## src/rtl/flr_pkg.sv

```systemverilog
package flr_pkg;

  typedef enum logic [2:0] {
    FS_IDLE      = 3'd0,
    FS_RESETTING = 3'd1,
    FS_WAIT_USER = 3'd2,
    FS_DONE      = 3'd3,
    FS_TIMEOUT   = 3'd4
  } flr_state_e;

endpackage

```

## src/rtl/flr_ms_timebase.sv

```systemverilog
module flr_ms_timebase #(
  parameter int TICKS_PER_MS = 250000
) (
  input  logic clk,
  input  logic rst,
  output logic ms_tick_o
);

  localparam int TW = (TICKS_PER_MS > 1) ? $clog2(TICKS_PER_MS) : 1;
  localparam logic [TW-1:0] LAST = TW'(TICKS_PER_MS - 1);

  logic [TW-1:0] div_q;

  always_ff @(posedge clk) begin
    if (rst) begin
      div_q     <= '0;
      ms_tick_o <= 1'b0;
    end else begin
      if (div_q == LAST) begin
        div_q     <= '0;
        ms_tick_o <= 1'b1;
      end else begin
        div_q     <= div_q + 1'b1;
        ms_tick_o <= 1'b0;
      end
    end
  end

  generate
    if (TICKS_PER_MS > 1) begin : g_tick_chk

      tick_single_chk: assert property (@(posedge clk) disable iff (rst)
        ms_tick_o |=> !ms_tick_o);
    end
  endgenerate

endmodule

```

## src/rtl/flr_func_fsm.sv

```systemverilog
module flr_func_fsm
  import flr_pkg::*;
#(
  parameter int DEADLINE_MS = 100
) (
  input  logic clk,
  input  logic rst,
  input  logic ms_tick_i,
  input  logic hot_i,
  input  logic inprog_i,
  input  logic user_done_i,
  output logic func_rst_o,
  output logic done_o,
  output logic timeout_o
);

  localparam int MSW = $clog2(DEADLINE_MS + 1);
  localparam logic [MSW-1:0] LAST_TICK = MSW'(DEADLINE_MS - 1);

  flr_state_e     state_q, state_d;
  logic [MSW-1:0] ms_q, ms_d;
  logic           expire;

  assign expire = ms_tick_i && (ms_q == LAST_TICK);

  always_comb begin
    state_d = state_q;
    ms_d    = ms_q;
    if (hot_i) begin
      state_d = FS_IDLE;
      ms_d    = '0;
    end else begin
      case (state_q)
        FS_IDLE: begin
          ms_d = '0;
          if (inprog_i) state_d = FS_RESETTING;
        end
        FS_RESETTING: begin
          if (ms_tick_i) ms_d = ms_q + 1'b1;
          state_d = FS_WAIT_USER;
        end
        FS_WAIT_USER: begin
          if (ms_tick_i) ms_d = ms_q + 1'b1;
          if (user_done_i) begin
            state_d = inprog_i ? FS_DONE : FS_IDLE;
          end else if (expire) begin
            state_d = inprog_i ? FS_TIMEOUT : FS_IDLE;
          end
        end
        FS_DONE, FS_TIMEOUT: begin
          if (!inprog_i) state_d = FS_IDLE;
        end
        default: state_d = FS_IDLE;
      endcase
    end
  end

  always_ff @(posedge clk) begin
    if (rst) begin
      state_q    <= FS_IDLE;
      ms_q       <= '0;
      func_rst_o <= 1'b0;
      done_o     <= 1'b0;
      timeout_o  <= 1'b0;
    end else begin
      state_q    <= state_d;
      ms_q       <= ms_d;
      func_rst_o <= hot_i || (state_q == FS_IDLE && inprog_i);
      done_o     <= (state_d == FS_DONE) || (state_d == FS_TIMEOUT);
      if (!hot_i && state_q == FS_WAIT_USER && !user_done_i && expire)
        timeout_o <= 1'b1;
    end
  end


  rst_single_chk: assert property (@(posedge clk) disable iff (rst)
    (state_q == FS_RESETTING && !hot_i) |=> !func_rst_o);


  done_needs_inprog_chk: assert property (@(posedge clk) disable iff (rst)
    !inprog_i |=> !done_o);


  done_cause_chk: assert property (@(posedge clk) disable iff (rst)
    $rose(done_o) |-> ($past(user_done_i) || timeout_o));


  hot_all_chk: assert property (@(posedge clk) disable iff (rst)
    hot_i |=> (func_rst_o && !done_o));


  timeout_sticky_chk: assert property (@(posedge clk) disable iff (rst)
    timeout_o |=> timeout_o);


  idle_done_chk: assert property (@(posedge clk) disable iff (rst)
    (state_q == FS_IDLE && !inprog_i) |=> !done_o);

endmodule

```

## src/rtl/flr_func_bank.sv

```systemverilog
module flr_func_bank #(
  parameter int NUM_FUNC    = 4,
  parameter int DEADLINE_MS = 100
) (
  input  logic                clk,
  input  logic                rst,
  input  logic                ms_tick_i,
  input  logic                hot_i,
  input  logic [NUM_FUNC-1:0] inprog_i,
  input  logic [NUM_FUNC-1:0] user_done_i,
  output logic [NUM_FUNC-1:0] func_rst_o,
  output logic [NUM_FUNC-1:0] done_o,
  output logic [NUM_FUNC-1:0] timeout_o
);

  generate
    for (genvar i = 0; i < NUM_FUNC; i++) begin : g_fn
      flr_func_fsm #(
        .DEADLINE_MS (DEADLINE_MS)
      ) u_fsm (
        .clk         (clk),
        .rst         (rst),
        .ms_tick_i   (ms_tick_i),
        .hot_i       (hot_i),
        .inprog_i    (inprog_i[i]),
        .user_done_i (user_done_i[i]),
        .func_rst_o  (func_rst_o[i]),
        .done_o      (done_o[i]),
        .timeout_o   (timeout_o[i])
      );
    end
  endgenerate


  bank_done_subset_chk: assert property (@(posedge clk) disable iff (rst)
    1'b1 |=> ((done_o & ~$past(inprog_i)) == '0));

endmodule

```

## src/rtl/flr_handshake_ctrl.sv

```systemverilog
module flr_handshake_ctrl #(
  parameter int NUM_PF       = 4,
  parameter int NUM_VF       = 16,
  parameter int CLK_FREQ_KHZ = 250000,
  parameter int DEADLINE_MS  = 100
) (
  input  logic              clk,
  input  logic              rst,
  input  logic              hot_reset_i,
  input  logic [NUM_PF-1:0] pf_inprog_i,
  input  logic [NUM_VF-1:0] vf_inprog_i,
  input  logic [NUM_PF-1:0] pf_user_done_i,
  input  logic [NUM_VF-1:0] vf_user_done_i,
  output logic [NUM_PF-1:0] pf_func_rst_o,
  output logic [NUM_VF-1:0] vf_func_rst_o,
  output logic [NUM_PF-1:0] pf_done_o,
  output logic [NUM_VF-1:0] vf_done_o,
  output logic [NUM_PF-1:0] pf_timeout_o,
  output logic [NUM_VF-1:0] vf_timeout_o
);

  localparam int TICKS_PER_MS = CLK_FREQ_KHZ;

  logic ms_tick;

  flr_ms_timebase #(
    .TICKS_PER_MS (TICKS_PER_MS)
  ) u_timebase (
    .clk       (clk),
    .rst       (rst),
    .ms_tick_o (ms_tick)
  );

  flr_func_bank #(
    .NUM_FUNC    (NUM_PF),
    .DEADLINE_MS (DEADLINE_MS)
  ) u_pf_bank (
    .clk         (clk),
    .rst         (rst),
    .ms_tick_i   (ms_tick),
    .hot_i       (hot_reset_i),
    .inprog_i    (pf_inprog_i),
    .user_done_i (pf_user_done_i),
    .func_rst_o  (pf_func_rst_o),
    .done_o      (pf_done_o),
    .timeout_o   (pf_timeout_o)
  );

  flr_func_bank #(
    .NUM_FUNC    (NUM_VF),
    .DEADLINE_MS (DEADLINE_MS)
  ) u_vf_bank (
    .clk         (clk),
    .rst         (rst),
    .ms_tick_i   (ms_tick),
    .hot_i       (hot_reset_i),
    .inprog_i    (vf_inprog_i),
    .user_done_i (vf_user_done_i),
    .func_rst_o  (vf_func_rst_o),
    .done_o      (vf_done_o),
    .timeout_o   (vf_timeout_o)
  );


  hot_vectors_chk: assert property (@(posedge clk) disable iff (rst)
    hot_reset_i |=> (&pf_func_rst_o && &vf_func_rst_o &&
                     pf_done_o == '0 && vf_done_o == '0));

endmodule

```

## config.mk

```make
export PLATFORM = sky130hd
export DESIGN_NAME = flr_handshake_ctrl
export DESIGN_NICKNAME = d
export VERILOG_FILES = /design/src/rtl/flr_pkg.sv /design/src/rtl/flr_ms_timebase.sv /design/src/rtl/flr_func_fsm.sv /design/src/rtl/flr_func_bank.sv /design/src/rtl/flr_handshake_ctrl.sv
export SDC_FILE = /design/constraint.sdc
export NUM_CORES = 1
export LEC_CHECK = 0
export BUFFER_PORTS_ARGS = -buffer_cell sky130_fd_sc_hd__buf_2
export CORE_MARGIN = 2
export CORE_UTILIZATION = 45
export CTS_CLUSTER_DIAMETER = 50
export DETAILED_ROUTE_END_ITERATION = 12
export GPL_TIMING_DRIVEN = 1
export HOLD_SLACK_MARGIN = 0.08
export REMOVE_ABC_BUFFERS = 1
export SYNTH_ARGS = -nofsm -noshare
export SYNTH_HDL_FRONTEND = slang
export SYNTH_HIERARCHICAL = 1
export SYNTH_SLANG_ARGS = --single-unit
```

## constraint.sdc

```tcl
create_clock -name clk -period 3.5 [get_ports clk]
set_clock_uncertainty 0.15 [all_clocks]
set_input_delay 0.7 -clock clk [delete_from_list [all_inputs] [get_ports clk]]
set_output_delay 0.7 -clock clk [all_outputs]
set_load 0.005 [all_outputs]
```

# Yosys cells after proc, flatten, opt, wreduce, memory -nomap -nowiden
# Cells that the tools add are included.
[word_totals] register_bits=279 in_bits=43
[op_classes] n_addsub=21 n_eq_ne=161 n_mux=201 n_reduce_logical=263
[op_table] op="3-bit 2-to-1 mux" count=120
[op_table] op="7-bit one-hot mux with 2 select lines" count=20
[op_table] op="3-bit one-hot mux with 4 select lines" count=20
[op_table] op="3-bit by 2-bit equality test with 1-bit output (second input constant)" count=60
[op_table] op="7-bit by 1-bit adder with 7-bit output (second input constant)" count=20
[op_table] op="7-bit equality test (second input constant)" count=20
[op_table] op="7-bit 2-to-1 mux" count=20
[op_table] op="3-bit equality test (second input constant)" count=40
[op_table] op="1-bit logical AND" count=100
[op_table] op="2-bit OR reduction" count=42
[op_table] op="3-bit by 1-bit equality test with 1-bit output (second input constant)" count=20
[op_table] op="3-bit zero test" count=20
[op_table] op="1-bit logical OR" count=40
[op_table] op="2-bit 2-to-1 mux" count=20
[op_table] op="2-bit by 1-bit inequality test with 1-bit output (second input constant)" count=20
[op_table] op="2-bit AND reduction" count=20
[op_table] op="2-bit nonzero test" count=20
[op_table] op="1-bit zero test" count=21
[op_table] op="18-bit by 1-bit adder with 18-bit output (second input constant)" count=1
[op_table] op="18-bit equality test (second input constant)" count=1
[op_table] op="1-bit 2-to-1 mux" count=1

# Longest topological paths before layout
# Gate-level depths: netlist of the first run.
[depth] ltp_word=8 ltp_mapped=7 depth_no_buf=5

# Modules after synthesis
# The synthesis of the first run kept the hierarchy.
[by_module_without_submodules] mod="flr_func_fsm" instances=20 cells_per_inst=75 area_each_um2=675.6
[by_module_without_submodules] mod="flr_ms_timebase" instances=1 cells_per_inst=94 area_each_um2=857.1

# Worst setup path after synthesis of the first run
# Ideal clock, no wire load.
[synth_path] kind="reg2reg" from="register u_timebase.ms_tick_o" to="register u_pf_bank.g_fn[0].u_fsm.ms_q[6]" arrival_time_ns=2.151 required_ns=3.232 path_slack_ns=1.081 stages_incl_launch_ff=5 period_less_slack_ns=2.419 cell_sequence="dfxtp_1 a21bo_4 a211oi_2 xnor2_1 nor2_1"
[synth_between] elab_chain_len=2
[synth_rtl] item="from (decl)" line_no="flr_ms_timebase.sv:6" source="output logic ms_tick_o"
[synth_rtl] item="from (signal assigned)" line_no="flr_ms_timebase.sv:17" source="ms_tick_o <= 1'b0;"
[synth_rtl] item="from (signal assigned)" line_no="flr_ms_timebase.sv:21" source="ms_tick_o <= 1'b1;"
[synth_rtl] item="from (signal assigned)" line_no="flr_ms_timebase.sv:24" source="ms_tick_o <= 1'b0;"
[synth_rtl] item="2-bit by 1-bit inequality test with 1-bit output (no line)"
[synth_rtl] item="2-bit AND reduction (no line)"
[synth_rtl] item="to (signal assigned)" line_no="flr_func_fsm.sv:67" source="ms_q <= ms_d;"
[synth_rtl] item="to (decl)" line_no="flr_func_fsm.sv:21" source="logic [MSW-1:0] ms_q, ms_d;"
# Every way passes these cells.
# A chain may end at the register's enable or synchronous reset.

# Final worst setup path of the first run
[layout_path] from="register u_timebase.div_q[0]" to="register u_timebase.div_q[3]"
[layout_between] elab_chain_len=2
[layout_rtl] item="from (decl)" line_no="flr_ms_timebase.sv:12" source="logic [TW-1:0] div_q;"
[layout_rtl] item="from (signal assigned)" line_no="flr_ms_timebase.sv:23" source="div_q <= div_q + 1'b1;"
[layout_rtl] item="parallel branches: the longest is 2 deep, another holds 18-bit by 1-bit adder with 18-bit output"
# Several ways; the timed one is not identified.

==> results of run 1 <==
## cells by family (layout without fill, tap and decap cells)
| group | after synthesis | in the layout | synth area share [%] |
|---|---|---|---|
| and+or+nand+nor | 731 | 731 | 26.6 |
| buffers and inverters | 85 | 198 | 4.65 |
| AOI/OAI and AO/OA | 363 | 363 | 21.0 |
| xor gates and xnor gates | 115 | 115 | 7.01 |
| DFF | 279 | 279 | 38.9 |
| other | 0 | 1 | 0 |
| adders and majority gates | 21 | 21 | 1.83 |
## layer usage
metal / wire, um / vias up
met1: 14500 / 5277
met4: 533 / 0
li1: - / 5874
met3: 1090 / 35
met5: 0 / -
met2: 13200 / 161
## cells in the mapped netlist, types with 5 or more instances
cell type / instances
a21oi_1: 141
nand2_1: 84
a21boi_1: 20
ha_1: 21
nor4_1: 5
a211oi_2: 40
nor3_1: 63
buf_2: 20
and2_1: 20
nor4b_2: 20
buf_6: 41
a21bo_4: 20
o21ba_1: 20
nor2_1: 300
a41oi_1: 20
o211ai_1: 20
or2_4: 20
nor3b_1: 41
nor2b_1: 40
o221a_2: 40
xor2_1: 44
nand4b_1: 20
inv_1: 23
nand3_1: 44
nand4_1: 6
o2111ai_1: 40
dfxtp_1: 279
nand2b_1: 60
xnor2_1: 71
## through the flow
stage          area [um^2]  setup slack (ps)  util [%]  cells  total power (W)
2_1_floorplan        13800              1080         -   1532          0.00350
3_3_place_gp         14800              1270      47.2   2039          0.00363
3_5_place_dp         14800              1250      47.2   2039          0.00363
4_1_cts              16200              1290      51.6   2109          0.00784
5_1_grt              16200               988      51.6   2110          0.00803
6_report             16200              1320      51.6   2110          0.00771
## report_power, final
part / total, W / switching, W / internal (W)
logic: 0.000302 / 0.000177 / 0.000125
clock network: 0.00414 / 0.00141 / 0.00273
registers: 0.00326 / 0.0000474 / 0.00321
total: 0.00771 / 0.00163 / 0.00607
## worst register-to-register path, cell delays in order, from the launching register on
cell	delay (ps)
dfxtp_1	380
ha_1	200
nand3_1	260
nor4_1	340
a41o_1	600
nor2_1	110
## cells in the final DEF (no fill, tap or decap), types with 5 or more instances in the layout
master / count
a211oi_2: 40
a21bo_4: 20
a21boi_1: 20
a21oi_1: 141
a41oi_1: 20
and2_1: 20
buf_2: 101
bufinv_16: 6
clkbuf_1: 6
clkbuf_16: 41
clkbuf_8: 7
dfxtp_1: 278
ha_1: 21
inv_1: 23
nand2_1: 84
nand2b_1: 60
nand3_1: 44
nand4_1: 6
nand4b_1: 20
nor2_1: 300
nor2b_1: 40
nor3_1: 63
nor3b_1: 41
nor4_1: 5
nor4b_2: 20
o2111ai_1: 40
o211ai_1: 20
o21ba_1: 20
o221a_2: 40
or2_4: 20
xnor2_1: 71
xor2_1: 44
## how the worst max path moves through the flow
stage,start,to,slack [ps],depth (start not counted)
2_1_floorplan,u_timebase/ms_tick_o,u_pf_bank/g_fn[0].u_fsm/ms_q[6],1080,4
3_5_place_dp,rst,u_timebase/div_q[3],1250,3
6_report,u_timebase/div_q[0],u_timebase/div_q[3],1320,5
5_1_grt,u_timebase/div_q[0],u_timebase/div_q[12],990,5
3_3_place_gp,rst,u_timebase/div_q[9],1270,3
4_1_cts,u_timebase/div_q[0],u_timebase/div_q[3],1290,5
## final cells by class
cell class                 count  area (um^2)  share of cell area [%]
multi-input combinational   1230         8120                    50.0
tap                          402          503                    3.10
sequential                   279         5590                    34.4
inverter                      23         86.3                   0.532
antenna                        1         2.50                  0.0154
clock inverter                16          253                    1.56
clock buffer                  54         1140                    7.05
timing repair buffer         105          548                    3.37
## flip-flops by register name, summed over array words and instances (netlist names)
name and count:
u_timebase/ms_tick_o 1, u_vf_bank/g_fn.u_fsm/timeout_o 16, u_pf_bank/g_fn.u_fsm/ms_q 28, u_vf_bank/g_fn.u_fsm/func_rst_o 16, u_pf_bank/g_fn.u_fsm/state_q 12, u_timebase/div_q 18, u_vf_bank/g_fn.u_fsm/state_q 48, u_pf_bank/g_fn.u_fsm/timeout_o 4
u_pf_bank/g_fn.u_fsm/done_o 4, u_pf_bank/g_fn.u_fsm/func_rst_o 4, u_vf_bank/g_fn.u_fsm/ms_q 112, u_vf_bank/g_fn.u_fsm/done_o 16
==> flow_metrics.tcl, run 1 <==
set metrics [dict create \
    vias 11300 \
    track_usage_pct 17.4 \
    cap_violations 0 \
    die_h_um 183 \
    ys_types 38 \
    layout-drive-gt1-share_pct 18.3 \
    cts_buffer_depth 3 \
    io_buffers 102 \
    fin_crit_sh_pct 62.3 \
    r2r_cells 5 \
    grt_use_met1_pct 23.9 \
    slew_headroom_pct 37.0 \
    synth_edf_count 0 \
    path_buf_inv 0 \
    hold_depth 3 \
    initial_core_util_pct 45.7 \
    postCtsSetupRepairBufs 0 \
    crit_path_end_kind "register" \
    drt_wl_total_um 29300 \
    r2r_slack_ps 1320 \
    required_ps 3710 \
    detailed_place_hpwl_um 19500 \
    htree_levels 2 \
    ys_async_sr_fraction_pct 0 \
    cp_cell_sequence "ha_1 -> nand3_1 -> nor4_1 -> a41o_1 -> nor2_1" \
    area_growth_pct 13.0 \
    worstPathArrival_ps 2390 \
    root_buffer "clkbuf_16" \
    cts_tree "done" \
    gr-total-overflow 0 \
    p_leak_nw 6.24 \
    min-delay-start "vf_inprog_i[13]" \
    outcome "finished, final reports clean" \
    max_freq_mhz 458 \
    worstPathMaxFanout 17 \
    worst_pin_slew_ps 945 \
    grt_first_pass_wirelength_um 49900 \
    synth_cells 1594 \
    yosysSeqAreaShare_pct 38.9 \
    ctsHoldBuffers 0 \
    cp_top_family "simple AND/OR/NAND/NOR gates" \
    ys_warn_count 6 \
    clkLatencyLatePin_ps 510 \
    antenna_found_initial 1 \
    drc_errors 0 \
    synth_top_cell_area_share_pct 38.9 \
    met2_usage_pct 28.3 \
    r2r_end "u_timebase/div_q[3]" \
    rsz0062_at_grt "no" \
    ioPinCount 103 \
    slowest_delay_ps 600 \
    rows 65 \
    drtAntennaViolNets 0 \
    final_max_slew_viol_count 0 \
    setup_viol 0 \
    clkTransAtPathRegs_ps 60 \
    gp_congestion 0.804 \
    hold_viol_final 0 \
    regToRegStartpoint "u_timebase/div_q[0]" \
    layout.nets 1742 \
    num-fill-cells 2967 \
    layout_min_cycle_time_ps 2180 \
    max-vdd-ir-drop_uv 335 \
    core_mm2 0.0315 \
    tns_ps 0 \
    clock_sinks 279 \
    path_class "reg -> reg" \
    grt_max_degree 81 \
    hold_path.class "in -> reg" \
    hold_end "u_vf_bank/g_fn[13].u_fsm/func_rst_o" \
    grt_pass1_vias 10700 \
    drt_iter0_drc 518 \
    synth_seq_cells 279 \
    top_usage_layer "met2" \
    wl_per_cell_um 13.9 \
    first_pass_iters 5 \
    cts_resized 0 \
    synth_flop_cell "dfxtp_1" \
    power.density_mw_per_mm2 475 \
    numCtsBuffers 39 \
    die_area_mm2 0.0334 \
    vias_per_cell 5.38 \
    die_x_um 183 \
    whs_ps 307 \
    syn_area_mm2 0.0144 \
    cp-start-kind "register" \
    synthTopCellsByArea "dfxtp_1 (39%), nor2_1 (7.8%), a21oi_1 (4.9%), xnor2_1 (4.3%), a211oi_2 (3.5%)" \
    grt_util_met3_pct 3.05 \
    slowest_stage "a41o_1" \
    synth_area_per_cell_um2 9.02 \
    yosys.area.top_type "dfxtp_1" \
]
(Power assumes the default switching activity.)
==> inputs of run 2 (changes only) <==
- clock period: 3.5 -> 2.1 ns (I/O delays scaled with it)
==> flow_metrics.tcl, run 2 (same netlist as run 1, synthesis figures left out) <==
set metrics [dict create \
    core_mm2 0.0315 \
    ctsHoldBuffers 20 \
    root_buffer "clkbuf_16" \
    track_usage_pct 17.7 \
    vias 11500 \
    max-vdd-ir-drop_uv 459 \
    swShare_pct 21.8 \
    internal_power_w 0.00963 \
    r2r_slack_ps 340 \
    slew_headroom_pct 70.6 \
    p_sw_w 0.00269 \
    cts_resized 0 \
    largest_reg_flops 112 \
    hold_viol_final 0 \
    worst_pin_slew_ps 441 \
    antenna_found_initial 0 \
    area_growth_pct 14.2 \
    vias_per_cell 5.37 \
    cts_buffer_depth 3 \
    grt_first_pass_wirelength_um 50600 \
    grt_pass1_vias 10700 \
    die_area_mm2 0.0334 \
    power.density_mw_per_mm2 751 \
    die_h_um 183 \
    design_area_mm2 0.0164 \
    drtAntennaViolNets 0 \
    num-fill-cells 2932 \
    crit_path_end_kind "register" \
    layout-drive-gt1-share_pct 18.3 \
    cap_violations 0 \
    final_max_slew_viol_count 0 \
    max_freq_mhz 567 \
    wl_per_cell_um 13.9 \
    clkTransAtPathRegs_ps 50 \
    top_regs "u_vf_bank/g_fn.u_fsm/ms_q (112), u_vf_bank/g_fn.u_fsm/state_q (48), u_pf_bank/g_fn.u_fsm/ms_q (28)" \
    p_comb_share_pct 4.5 \
    p_leak_nw 6.32 \
    drt_iter0_drc 523 \
    tns_ps 0 \
    slowest_stage "or4b_1" \
    worstPathArrival_ps 2010 \
    ioPinCount 103 \
    first_pass_iters 7 \
    rows 65 \
    regMostFlops "u_vf_bank/g_fn.u_fsm/ms_q" \
    layout_common_cells "nor2_1 (300), dfxtp_1 (278), a21oi_1 (141), buf_2 (101), nand2_1 (84)" \
    dp_cells 2048 \
    pwr-share-clk_pct 51.4 \
    required_ps 2350 \
    clkLatencyLatePin_ps 510 \
    numCtsBuffers 37 \
    rsz0062_at_grt "no" \
    cp_cell_sequence "or4b_1 -> nor3_2 -> a41o_1 -> buf_4 -> nor2_1" \
    hold_path.class "in -> reg" \
    detailed_place_hpwl_um 20500 \
    seqPwrFrac_pct 44.1 \
    outcome "finished, final reports clean" \
    drc_errors 0 \
    initial_core_util_pct 45.7 \
    layout.nets 1769 \
    path_class "reg -> reg" \
    io_buffers 102 \
    final_common_cell "nor2_1" \
    cts_tree "done" \
    diodes 0 \
    postCtsSetupRepairBufs 0 \
    setup_viol 0 \
    gr-total-overflow 0 \
    layout_min_cycle_time_ps 1760 \
    worstPathMaxFanout 9 \
    htree_levels 2 \
    grt_max_degree 57 \
    finalNonFillerCells 2133 \
    slowest_delay_ps 550 \
    gp_congestion 0.801 \
    die_x_um 183 \
    dpl_cell_area_mm2 0.0149 \
    fin_crit_sh_pct 84.0 \
    cp_top_family "simple AND/OR/NAND/NOR gates" \
    clock_sinks 279 \
    drt_wl_total_um 29600 \
    path_buf_inv 1 \
    cp-start-kind "register" \
]
[run 2: changes by cell type in the layout (fill, tap and decap cells not counted), moves of 2 or more]
cell / before / now
clkbuf_16: 41 / 39
dlygate4sd3_1: 0 / 20
buf_12: 1 / 4
bufinv_16: 6 / 4
clkbuf_8: 7 / 4
buf_4: 3 / 9
[run 2: per-stage QoR]
stage	hold WS [ps]	util (%)	power, W	worst slack (ps)
detailed placement	308	47.5	0.00607	308
finish	106	52.1	0.0123	336
global placement	302	47.5	0.00606	378
CTS	92.7	52.1	0.0125	326
global route	114	52.1	0.0128	124
floorplan	288	-	0.00584	-319
[run 2: worst paths after layout]
kind	to	depth (start not counted)	from
worst max-delay path	u_timebase/div_q[4]	5	u_timebase/div_q[4]
worst min-delay path	u_vf_bank/g_fn[3].u_fsm/state_q[2]	3	vf_inprog_i[3]
worst max register to register	u_timebase/div_q[4]	5	u_timebase/div_q[4]
worst min register to register	u_vf_bank/g_fn[10].u_fsm/timeout_o	1	u_vf_bank/g_fn[10].u_fsm/timeout_o
[run 2: worst reg2reg max path, cell delays in order (launching register included)]
cell and delay (ps):
dfxtp_1 360, or4b_1 550, nor3_2 150, a41o_1 210
buf_4 170, nor2_1 60
[run 2: per-layer routing]
layer | track usage, % | vias to the layer above | wire length (um)
met3 | 3.29 | 37 | 1180
met4 | 4.16 | 0 | 435
li1 | - | 5945 | -
met2 | 28.1 | 170 | 13100
met5 | 0 | - | 0
met1 | 25.0 | 5312 | 14900
[run 2: cell type report]
type / instances / area, um^2 / area share [%]
clock inverters: 16 / 204 / 1.24
multi-input cells: 1230 / 8120 / 49.5
clock buffers: 49 / 1050 / 6.42
flip-flops and latches: 279 / 5590 / 34.1
well taps: 402 / 503 / 3.07
inverters: 23 / 86.3 / 0.526
repair buffers: 134 / 853 / 5.20
[run 2: power by group through the flow]
stage	combinational [W]	clock, W	sequential (W)
global placement	0.000517	0	0.00555
CTS	0.000555	0.00655	0.00543
detailed placement	0.000522	0	0.00555
finish	0.000552	0.00633	0.00544
floorplan	0.000303	0	0.00554
global route	0.000619	0.00678	0.00544
==> inputs of run 3 (changes only) <==
- clock period: 2.1 -> 1.4 ns (I/O delays scaled with it)
==> flow_metrics.tcl, run 3 (same netlist as run 1, synthesis figures left out) <==
set metrics [dict create \
    outcome "finished, violations left" \
    failed_checks "negative setup slack" \
    vias_per_cell 5.43 \
    antenna_found_initial 0 \
    drtAntennaViolNets 0 \
    wl_per_cell_um 16.2 \
    layout-drive-gt1-share_pct 49.4 \
    gp_congestion 0.815 \
    dpl_cell_area_mm2 0.0169 \
    die_h_um 183 \
    grt_first_pass_wirelength_um 61000 \
    area_growth_pct 49.0 \
    detailed_place_hpwl_um 23500 \
    drc_errors 0 \
    largest_reg_flops 112 \
    final_common_cell "buf_4" \
    layout.nets 2078 \
    cts_tree "done" \
    layout_common_cells "buf_4 (268), nor2_1 (258), dfxtp_1 (205), buf_2 (91), nand2_1 (80)" \
    slew_headroom_pct 59.5 \
    top_regs "u_vf_bank/g_fn.u_fsm/ms_q (112), u_vf_bank/g_fn.u_fsm/state_q (48), u_pf_bank/g_fn.u_fsm/ms_q (28)" \
    core_mm2 0.0315 \
    regToRegStartpoint "u_timebase/div_q[4]" \
    die_x_um 183 \
    hold_end "u_vf_bank/g_fn[1].u_fsm/state_q[1]" \
    numCtsBuffers 37 \
    design_area_mm2 0.0214 \
    drt_wl_total_um 39400 \
    place_ws_ps -293 \
    r2r_cells 5 \
    p_leak_nw 8.32 \
    worstPathArrival_ps 1950 \
    final_max_slew_viol_count 0 \
    final_util_pct 68.0 \
    num-fill-cells 2347 \
    multi_input_area_mm2 0.0103 \
    min-delay-start "vf_user_done_i[1]" \
    rsz0062_at_grt "yes" \
    hold_viol_final 0 \
    io_buffers 102 \
    first_pass_iters 5 \
    clkTransAtPathRegs_ps 50 \
    register_area_mm2 0.00572 \
    gr-total-overflow 0 \
    initial_core_util_pct 45.7 \
    setup_slack_ps -303 \
    r2r_slack_ps -300 \
    crit_path_start "u_timebase/div_q[4]" \
    grt_pass1_vias 12900 \
    regMostFlops "u_vf_bank/g_fn.u_fsm/ms_q" \
    hold_depth 5 \
    clock_sinks 279 \
    vias 13200 \
    worstPathMaxFanout 8 \
    cp-start-kind "register" \
    clkLatencyLatePin_ps 510 \
    htree_levels 2 \
    root_buffer "clkbuf_16" \
    power.density_mw_per_mm2 873 \
    drt_iter0_drc 593 \
    required_ps 1640 \
    crit_path_end_kind "register" \
    max-vdd-ir-drop_uv 717 \
    cts_buffer_depth 3 \
    max_freq_mhz 587 \
    layout_min_cycle_time_ps 1700 \
    fin_crit_sh_pct 122 \
    path_class "reg -> reg" \
    r2r_end "u_timebase/div_q[5]" \
    grt_max_degree 29 \
    hold_path.class "in -> reg" \
    die_area_mm2 0.0334 \
    track_usage_pct 21.7 \
    diodes 0 \
    setup_viol 189 \
    finalPower_w 0.0187 \
    rows 65 \
    ioPinCount 103 \
    worst_pin_slew_ps 605 \
    cap_violations 0 \
]
==> run 3: cell types whose count changed in the layout (fill, tap and decap cells not counted), sizes merged <==
cell	delta
bufinv	-1
buf	+304
clkinvlp	-1
inv	-2
dlygate4sd3	+5
clkbuf	+3
==> run 3: timing repair <==
action / 4_1_cts / 5_1_grt
gates cloned: 8 / 0
endpoints found under the hold margin: 83 / 0
hold buffers: 25 / 0
setup endpoints to repair: 224 / 269
pin swaps: 177 / 139
buffers inserted: 14 / 33
resized for setup: 280 / 288
==> run 3: cell type report <==
type	instances	share of cell area (%)
sequential	279	26.7
tap	402	2.35
multi-input combinational	1230	48.1
inverter	23	0.403
clock inverter	12	0.724
clock buffer	52	5.01
timing repair buffer	443	16.7
==> run 3: where the power goes <==
part	leakage, nW	internal (W)	total, W	switching (W)
registers	2.30	0.00802	0.00816	0.000134
logic	5.42	0.000572	0.00120	0.000631
clock network	0.599	0.00589	0.00935	0.00346
==> run 3: worst max path at each step <==
stage	endpoint	cells after the start
final	u_timebase/div_q[5]	5
after global routing	u_timebase/div_q[9]	5
after CTS	u_timebase/div_q[10]	5
after detailed placement	u_timebase/div_q[5]	5
after global placement	u_timebase/div_q[3]	5
after floorplan	u_pf_bank/g_fn[0].u_fsm/ms_q[6]	4
==> run 3: layer usage <==
metal  track usage, %  part of all wire (%)  routed length, um
met2             37.7                    50              19800
met5                0                     0                  0
met4             6.00                   1.8                710
met3             3.35                   3.4               1350
met1             28.0                    45              17600
==> run 3: critical path, cell delays in order, from the launching register on <==
cell and delay [ps]:
dfxtp_2 310, or4b_4 540, nor3_4 140, a41o_1 240, buf_6 150, nor2_1 50
==> run 3: per-stage QoR <==
| step | std cells | hold WS [ps] | TNS, ps |
|---|---|---|---|
| finish | 2441 | 105 | -27700 |
| global route | 2441 | 92.5 | -37750 |
| CTS | 2415 | 62.9 | -24850 |
| detailed placement | 2304 | 308 | -21000 |
| global placement | 2304 | 303 | -18690 |
| floorplan | 1532 | 202 | -201420 |
